<file path="src/rtl/hb_pkg.sv">
package hb_pkg;

  typedef enum logic [1:0] {
    LEG_OFF = 2'd0,
    LEG_HI  = 2'd1,
    LEG_LO  = 2'd2
  } leg_t;

  typedef struct packed {
    logic sample;
    logic run;
  } hb_strobe_t;

  function automatic logic isFloat(input logic [1:0] code);
    return code[1];
  endfunction

  function automatic leg_t legTarget(input logic mine, input logic other);
    if (mine && !other) return LEG_HI;
    else if (other)     return LEG_LO;
    else                return LEG_OFF;
  endfunction

endpackage

</file>
<file path="src/rtl/hb_leg.sv">
module hb_leg
  import hb_pkg::*;
#(
  parameter int DEAD_CYC = 10
) (
  input  logic clk,
  input  logic rstN,
  input  logic en,
  input  leg_t tgt,
  output logic hsOut,
  output logic lsOut
);

  localparam int CW = $clog2(DEAD_CYC + 1);
  localparam logic [CW-1:0] CNT_MAX   = CW'(DEAD_CYC);
  localparam logic [CW-1:0] CNT_READY = CW'(DEAD_CYC - 1);

  leg_t curQ, curNext;
  logic [CW-1:0] offCnt, offCntNext;

  always_comb begin
    if (!en)                    curNext = LEG_OFF;
    else if (tgt == curQ)       curNext = curQ;
    else if (curQ != LEG_OFF)   curNext = LEG_OFF;
    else if (offCnt >= CNT_READY) curNext = tgt;
    else                        curNext = LEG_OFF;
  end

  always_comb begin
    if (curQ != LEG_OFF)       offCntNext = '0;
    else if (offCnt == CNT_MAX) offCntNext = offCnt;
    else                       offCntNext = offCnt + 1'b1;
  end

  always_ff @(posedge clk or negedge rstN) begin
    if (!rstN) begin
      curQ   <= LEG_OFF;
      offCnt <= '0;
    end else begin
      curQ   <= curNext;
      offCnt <= offCntNext;
    end
  end

  assign hsOut = en && (curQ == LEG_HI);
  assign lsOut = en && (curQ == LEG_LO);

  // a leg may only enter a driven state from the off state
  a_r6_no_direct_swap: assert property (@(posedge clk) disable iff (!rstN)
    (curQ != LEG_OFF && curQ != $past(curQ)) |-> $past(curQ) == LEG_OFF);

endmodule

</file>
<file path="src/rtl/hb_ctrl.sv">
module hb_ctrl
  import hb_pkg::*;
#(
  parameter int WAKE_CYC = 50000
) (
  input  logic       clk,
  input  logic       rstN,
  input  logic       wakeIn,
  output hb_strobe_t strb
);

  localparam int WW = $clog2(WAKE_CYC + 1);
  localparam logic [WW-1:0] WAKE_LAST = WW'(WAKE_CYC - 1);

  typedef enum logic [1:0] {ST_SLEEP, ST_WAKE, ST_RUN} ctrl_st_t;

  ctrl_st_t st, stNext;
  logic [WW-1:0] wakeCnt, wakeCntNext;
  logic sampleNow;

  always_comb begin
    stNext      = st;
    wakeCntNext = wakeCnt;
    sampleNow   = 1'b0;
    case (st)
      ST_SLEEP: begin
        if (wakeIn) begin
          sampleNow   = 1'b1;
          stNext      = ST_WAKE;
          wakeCntNext = '0;
        end
      end
      ST_WAKE: begin
        if (!wakeIn)                  stNext = ST_SLEEP;
        else if (wakeCnt == WAKE_LAST) stNext = ST_RUN;
        else                          wakeCntNext = wakeCnt + 1'b1;
      end
      ST_RUN: begin
        if (!wakeIn) stNext = ST_SLEEP;
      end
      default: stNext = ST_SLEEP;
    endcase
  end

  always_ff @(posedge clk or negedge rstN) begin
    if (!rstN) begin
      st      <= ST_SLEEP;
      wakeCnt <= '0;
    end else begin
      st      <= stNext;
      wakeCnt <= wakeCntNext;
    end
  end

  assign strb.sample = sampleNow;
  assign strb.run    = (st == ST_RUN);

  // wake low stops driving by the next edge
  a_r7_sleep_stops_run: assert property (@(posedge clk) disable iff (!rstN)
    !wakeIn |=> !strb.run);

  // run only begins when wake was held through the delay
  a_r8_run_needs_wake: assert property (@(posedge clk) disable iff (!rstN)
    $rose(strb.run) |-> $past(wakeIn));

endmodule

</file>
<file path="src/rtl/hb_datapath.sv">
module hb_datapath
  import hb_pkg::*;
#(
  parameter int DEAD_CYC    = 10,
  parameter int SYNC_STAGES = 2
) (
  input  logic       clk,
  input  logic       rstN,
  input  hb_strobe_t strb,
  input  logic       disableIn,
  input  logic [1:0] aCode1,
  input  logic [1:0] aCode2,
  input  logic       bIn1,
  input  logic       bIn2,
  output logic [1:0] hsA,
  output logic [1:0] lsA,
  output logic [1:0] hsB,
  output logic [1:0] lsB
);

  localparam int NUM_LEGS = 4;

  logic [SYNC_STAGES-1:0] sync1Q, sync2Q;
  logic bLvl1, bLvl2;
  logic [1:0] aLevel;
  logic parMode;
  logic legEn;
  logic [1:0] lvl [2];
  logic [NUM_LEGS-1:0] hsV, lsV;

  always_ff @(posedge clk or negedge rstN) begin
    if (!rstN) begin
      sync1Q <= '0;
      sync2Q <= '0;
    end else begin
      sync1Q <= {sync1Q[SYNC_STAGES-2:0], bIn1};
      sync2Q <= {sync2Q[SYNC_STAGES-2:0], bIn2};
    end
  end

  assign bLvl1 = sync1Q[SYNC_STAGES-1];
  assign bLvl2 = sync2Q[SYNC_STAGES-1];

  always_ff @(posedge clk or negedge rstN) begin
    if (!rstN) begin
      aLevel  <= 2'b00;
      parMode <= 1'b0;
    end else begin
      if (strb.sample) parMode <= isFloat(aCode1) && isFloat(aCode2);
      if (!isFloat(aCode1) && !isFloat(aCode2)) aLevel <= {aCode1[0], aCode2[0]};
    end
  end

  assign lvl[0] = parMode ? {bLvl1, bLvl2} : aLevel;
  assign lvl[1] = {bLvl1, bLvl2};
  assign legEn  = strb.run && !disableIn;

  for (genvar g = 0; g < NUM_LEGS; g++) begin : gLeg
    localparam int BR   = g / 2;
    localparam int SIDE = g % 2;
    leg_t tgt;
    assign tgt = (SIDE == 0) ? legTarget(lvl[BR][1], lvl[BR][0])
                             : legTarget(lvl[BR][0], lvl[BR][1]);
    hb_leg #(.DEAD_CYC(DEAD_CYC)) uLeg (
      .clk  (clk),
      .rstN (rstN),
      .en   (legEn),
      .tgt  (tgt),
      .hsOut(hsV[g]),
      .lsOut(lsV[g])
    );
  end

  assign hsA = hsV[1:0];
  assign lsA = lsV[1:0];
  assign hsB = hsV[3:2];
  assign lsB = lsV[3:2];

  // a floating bridge A code freezes the held level pair
  a_r3_hold_on_float: assert property (@(posedge clk) disable iff (!rstN)
    (isFloat(aCode1) || isFloat(aCode2)) |=> $stable(aLevel));

  // the mode only moves on a wake sample
  a_r4_mode_only_on_sample: assert property (@(posedge clk) disable iff (!rstN)
    !strb.sample |=> $stable(parMode));

endmodule

</file>
<file path="src/rtl/hb_input_decoder.sv">
module hb_input_decoder
  import hb_pkg::*;
#(
  parameter int WAKE_CYC    = 50000,
  parameter int DEAD_CYC    = 10,
  parameter int SYNC_STAGES = 2
) (
  input  logic       clk,
  input  logic       rstN,
  input  logic       wakeIn,
  input  logic       disableIn,
  input  logic [1:0] aCode1,
  input  logic [1:0] aCode2,
  input  logic       bIn1,
  input  logic       bIn2,
  output logic [1:0] hsA,
  output logic [1:0] lsA,
  output logic [1:0] hsB,
  output logic [1:0] lsB
);

  hb_strobe_t strb;

  hb_ctrl #(.WAKE_CYC(WAKE_CYC)) uCtrl (
    .clk   (clk),
    .rstN  (rstN),
    .wakeIn(wakeIn),
    .strb  (strb)
  );

  hb_datapath #(.DEAD_CYC(DEAD_CYC), .SYNC_STAGES(SYNC_STAGES)) uDp (
    .clk      (clk),
    .rstN     (rstN),
    .strb     (strb),
    .disableIn(disableIn),
    .aCode1   (aCode1),
    .aCode2   (aCode2),
    .bIn1     (bIn1),
    .bIn2     (bIn2),
    .hsA      (hsA),
    .lsA      (lsA),
    .hsB      (hsB),
    .lsB      (lsB)
  );

  // when driving resumes, every switch starts from off
  a_r8_quiet_at_run_start: assert property (@(posedge clk) disable iff (!rstN)
    $rose(strb.run) |-> ({hsA, lsA, hsB, lsB} == 8'h00));

endmodule

</file>
<file path="config.mk">
export PLATFORM = sky130hd
export DESIGN_NAME = hb_input_decoder
export DESIGN_NICKNAME = d
export VERILOG_FILES = /design/src/rtl/hb_pkg.sv /design/src/rtl/hb_leg.sv /design/src/rtl/hb_ctrl.sv /design/src/rtl/hb_datapath.sv /design/src/rtl/hb_input_decoder.sv
export SDC_FILE = /design/constraint.sdc
export NUM_CORES = 1
export LEC_CHECK = 0
export BUFFER_PORTS_ARGS = -buffer_cell sky130_fd_sc_hd__buf_4
export CORE_MARGIN = 2
export CORE_UTILIZATION = 45
export DETAILED_ROUTE_END_ITERATION = 12
export PLACE_DENSITY = 0.64
export RECOVER_POWER = 25
export SYNTH_ARGS = -nofsm -noshare
export SYNTH_HDL_FRONTEND = slang
export SYNTH_SLANG_ARGS = --single-unit
</file>
<file path="constraint.sdc">
create_clock -name clk -period 2 [get_ports clk]
set_input_delay 0.1 -clock clk [delete_from_list [all_inputs] [get_ports clk]]
set_output_delay 0.1 -clock clk [all_outputs]
set_load 0.01 [all_outputs]
</file>
[Yosys cells after proc, flatten, opt, wreduce, memory -nomap -nowiden]
Index checks and enable logic that the tools add are counted.
Cells by class
  magnitude comparators: 4
  muxes and demuxes: 44
  reduce and logical (&&, ||, !) cells: 30
  add/subtract/negate cells: 5
  eq/ne operators: 32
Operators with widths (number)
  2-to-1 mux 2 bit: 29
  2-to-1 mux 16 bit: 3
  2-to-1 mux 4 bit: 8
  one-hot mux 16 bit (2 select lines): 1
  != test 2 bit, second input constant: 12
  adder 16 x 1 -> 16 bit, second input constant: 1
  adder 4 x 1 -> 4 bit, second input constant: 4
  equality test 16 bit, second input constant: 1
  equality test 4 bit, second input constant: 4
  greater-or-equal comparator 4 bit, second input constant: 4
  logical AND 1 bit: 15
  equality test 2 x 1 -> 1 bit, second input constant: 5
  equality test 2 bit, second input constant: 5
  nonzero test 2 bit: 5
  equality test 2 bit: 4
  logical NOT 1 bit: 7
  one-hot mux 2 bit (3 select lines): 1
  AND reduction 4 bit: 1
  != test 3 x 2 -> 1 bit, second input constant: 1
  AND reduction 3 bit: 1
  logical NOT 2 bit: 1
  2-to-1 mux 1 bit: 2
Storage, ports and cells
  bits of input ports: 10
  logic and storage cells: 129
  output and inout bits: 8
  register bits: 49

[Logic depth before layout (Yosys ltp)]
  word-level depth: 8
  mapped depth: 6

[Modules after synthesis]
A second synthesis with hierarchy kept.
Unflattened totals
  cells, all modules: 293
  area, all modules: 2994.1 um2
Modules (own cells, without submodules)
  hb_leg: area each 410.4 um2, times used 4, cells each 39
  hb_ctrl: area each 1051.0 um2, times used 1, cells each 112
  hb_datapath: area each 301.5 um2, times used 1, cells each 25

[Worst setup path after synthesis]
No wires, ideal clock.
  kind: flip-flop to flip-flop
  from: register uCtrl.wakeCnt[11]
  to: register uCtrl.wakeCnt[0]
  clock period less this slack: 1.878 ns
  path slack: 0.122 ns
  cell stages (with the launch flop): 5
  arrival time: 1.753 ns
  cell sequence: dfrtp_1 or4_4 nor4_2 nor2_2 mux2_4
Between the ends
  longest elaborated chain between the ends: 3
Ends and longest elaborated chain
  start, declared: RTL line hb_ctrl.sv:18  | logic [WW-1:0] wakeCnt, wakeCntNext;
  start signal, assigned: RTL line hb_ctrl.sv:51  | wakeCnt <= wakeCntNext;
  equality test 16 bit: RTL line hb_ctrl.sv:35  | else if (wakeCnt == WAKE_LAST) stNext = ST_RUN;
  != test 2 bit (no line)
  AND reduction 4 bit (no line)
Every way passes these cells.
A chain may end at the register's enable or synchronous reset.

[Final worst setup path]
  from: register uCtrl.wakeCnt[12]
  to: register uCtrl.wakeCnt[4]
The elaborated chain is that of the path after synthesis.

==> metrics <==
CORE AREA between 5000 and 6000 um^2; H-tree levels 2; Fill cells 544; largest net degree at the start of global routing 50; Reg-to-Reg End uCtrl.wakeCnt[4]; row count 28; Cells after Synth 270; CTS tree done; dominant synthesized flop cell dfrtp_1; Die X 81.1 um; Hold Path Cell Cnt 2; reg2reg path depth 4; skew final 0.00618 ns; layout cell share with drive strength beyond 1 0.164; pwr dens 614 nW/um^2; outcome finished, final reports clean; switching portion of total power 0.225; WP data required between 2 and 2.5 ns; Worst R2R Start uCtrl.wakeCnt[12]; WS Path Type reg2reg; FF/Latch Area 1230 um^2; Slew Viols, Final 0; post-route ant nets 0; die height 81.1 um; RSZ-0062 raised after global routing no; worst hold path endpoint uDp.aLevel[1]; total chip power 0.00185 W; Synth-to-Final Area Change 12.6%; Final Critical Period ~1.9 ns; syn nets 297; Setup-failing EPs final 0; Clock transition at path regs 0.09 ns; ys async rst share 1.00; Worst Path Max Fanout 5; CP Data Arrival Time 2.14 ns; max_cap viols 0; routed vias 1,961; Psw 0.000416 W; Synth Cell Area 2670 um^2; synth top area cells dfrtp_1, ha_1, nor3_1; CTS buffer count 5; Hold Path Class in2reg; Tcrit/Tclk final 0.954; synth unique cells between 40 and 50; total track usage 0.171; I/O Buffers 17; number of global-route vias before repair 1,881; first-pass GRT wire length 8530 um; number of post-CTS setup repair buffers 0; Comb pwr share 0.060; area of the multi-input gates 1300 um^2; die area around 6600 um^2; CP Cell Sequence or4b_4, or4_4, a21o_1, a21oi_1; area share of the largest cell type after synthesis 0.459; yosys warns 0; I/O pins 18; Max clock buf depth 2; Clock Sink Count 49; Crit-path slowest cell or4b_4; CP startpoint kind register; DR vias/cell around 5.3; drt wl/cell 13.5 um; Worst R2R Setup Slack 0.09 ns; Placer Congestion 0.816; Seq/Total Area, Yosys 0.459; Worst slew margin 0.200; endpoints failing hold 0; Worst-Skew Late Latency 0.31 ns; initial drt markers 121; Seq pwr share 0.570; register bit total from synthesis 49; CTS root buffer clkbuf_8; area leader, netlist dfrtp_1; P_leak 1.36 nW; actual slew at the worst max-slew pin around 1.2 ns; endpoint type of the worst setup path register; # DRC 0; clock network power share 0.370; antenna violations before repair 0; peak supply drop 265 uV; Ant. Diodes 0; fmax 524 MHz; WL final 4970 um; Syn Area/Cell 9.90 um^2; post-detail-place hpwl between 3000 and 4000 um; Layout Nets 320; Starting Density 0.460; final global-route overflow total 0; Crit path largest cell delay roughly 0.57 ns; Int Pwr approximately 0.0014 W; Post-synth EDFFs 0; Fin Setup TNS 0 ns; DR pass1 iterations 4; HP Start aCode1[0]
through the flow:
step	cells	setup slack (ns)	util	area, um^2	hold WS (ns)
finish	368	0.0917	0.518	3010	0.0297
global route	368	0.0108	0.518	3010	0.0280
global placement	358	0.125	0.492	2860	0.167
floorplan	270	0.122	-	2670	-0.196
CTS	368	0.0782	0.515	2990	0.0245
detailed placement	358	0.0815	0.492	2860	0.164
final cells by class:
type,instances,share of cell area
timing repair buffer,28,0.0715
inverter,20,0.0249
multi-input combinational,189,0.431
tap,75,0.0312
clock inverter,2,0.0116
clock buffer,5,0.0229
sequential,49,0.407
placed cells by master (no fill, tap or decap), types with 6 or more instances in the layout:
cell	count
a21oi_1	18
xor2_1	6
xnor2_1	8
nand2b_1	8
ha_1	17
inv_1	20
nor3_1	19
mux2i_1	7
nand3_1	11
nand2_1	16
nor2_1	20
buf_4	22
nand4_1	8
dfrtp_1	49
cell usage after synthesis (2+ instances only):
cell       n
mux2i_1    7
nand4_1    8
o31ai_1    3
nand3_1   11
xor2_1     6
ha_1      17
a21oi_1   18
dfrtp_1   49
a211oi_1   2
clkbuf_8   2
nor3_1    19
nor2_1    20
o311ai_0   2
nand3b_1   4
nand2_1   16
or4_4      2
clkbuf_1   2
or4_1      2
nor3b_1    5
xnor2_1    8
inv_1     20
or2_2      5
o21ai_0    3
nor4_1     3
buf_4      8
mux2_2     2
nand2b_1   8
sequential cells by signal, summed over array words and instances, names as in the netlist:
signal / flops
uCtrl.wakeCnt: 16
uDp.parMode: 1
uCtrl.st: 2
uDp.sync1Q: 2
uDp.aLevel: 2
uDp.sync2Q: 2
uDp.gLeg.uLeg.curQ: 8
uDp.gLeg.uLeg.offCnt: 16
power groups by stage:
| stage | logic [W] | clock network, W | registers [W] |
|---|---|---|---|
| 2_1_floorplan | 0.0000884 | 0 | 0.00105 |
| 3_5_place_dp | 0.000111 | 0 | 0.00107 |
| 4_1_cts | 0.000115 | 0.000711 | 0.00105 |
| 3_3_place_gp | 0.000107 | 0 | 0.00107 |
| 6_report | 0.000110 | 0.000685 | 0.00105 |
| 5_1_grt | 0.000126 | 0.000743 | 0.00106 |
cells by family after synthesis:
| kind of cell | Yosys count | share of synthesized area |
|---|---|---|
| XOR/XNOR | 14 | 0.0459 |
| AND/OR/NAND/NOR | 115 | 0.238 |
| flip-flops | 49 | 0.459 |
| multiplexers | 10 | 0.0402 |
| adder cells (fa/ha/maj) | 17 | 0.0795 |
| buffers and inverters | 32 | 0.0636 |
| AO/OA/AOI/OAI | 33 | 0.0744 |
how the worst max path moves through the flow:
stage	cells after the start	start	slack, ns	to
finish	4	uCtrl.wakeCnt[12]	0.09	uCtrl.wakeCnt[4]
global route	4	uCtrl.wakeCnt[12]	0.01	uCtrl.wakeCnt[4]
CTS	4	uCtrl.wakeCnt[12]	0.08	uCtrl.wakeCnt[0]
detailed placement	4	uCtrl.wakeCnt[12]	0.08	uCtrl.wakeCnt[0]
global placement	4	uCtrl.wakeCnt[12]	0.13	uCtrl.wakeCnt[0]
floorplan	4	uCtrl.wakeCnt[11]	0.12	uCtrl.wakeCnt[0]
critical path, delay by kind of cell (launching register included):
family | cells | cell delay (ns)
flops | 1 | 0.43
simple gates | 2 | 1.10
compound gates | 2 | 0.30
timing repair:
action                                  4_1_cts  5_1_grt
hold buffers                                  3        0
endpoints found under the setup margin        0        4
gates resized for setup                       0        3
endpoints found under the hold margin        51        0
per-layer routing:
| metal | vias up | GRT usage | part of all wire | wire (um) |
|---|---|---|---|---|
| li1 | 984 | - | - | - |
| met1 | 947 | 0.220 | 0.46 | 2270 |
| met2 | 22 | 0.283 | 0.50 | 2480 |
| met3 | 8 | 0.0356 | 0.029 | 144 |
| met4 | 0 | 0.0661 | 0.015 | 76 |
| met5 | - | 0 | 0 | 0 |
No activity file was read; power rests on OpenSTA's default activity.
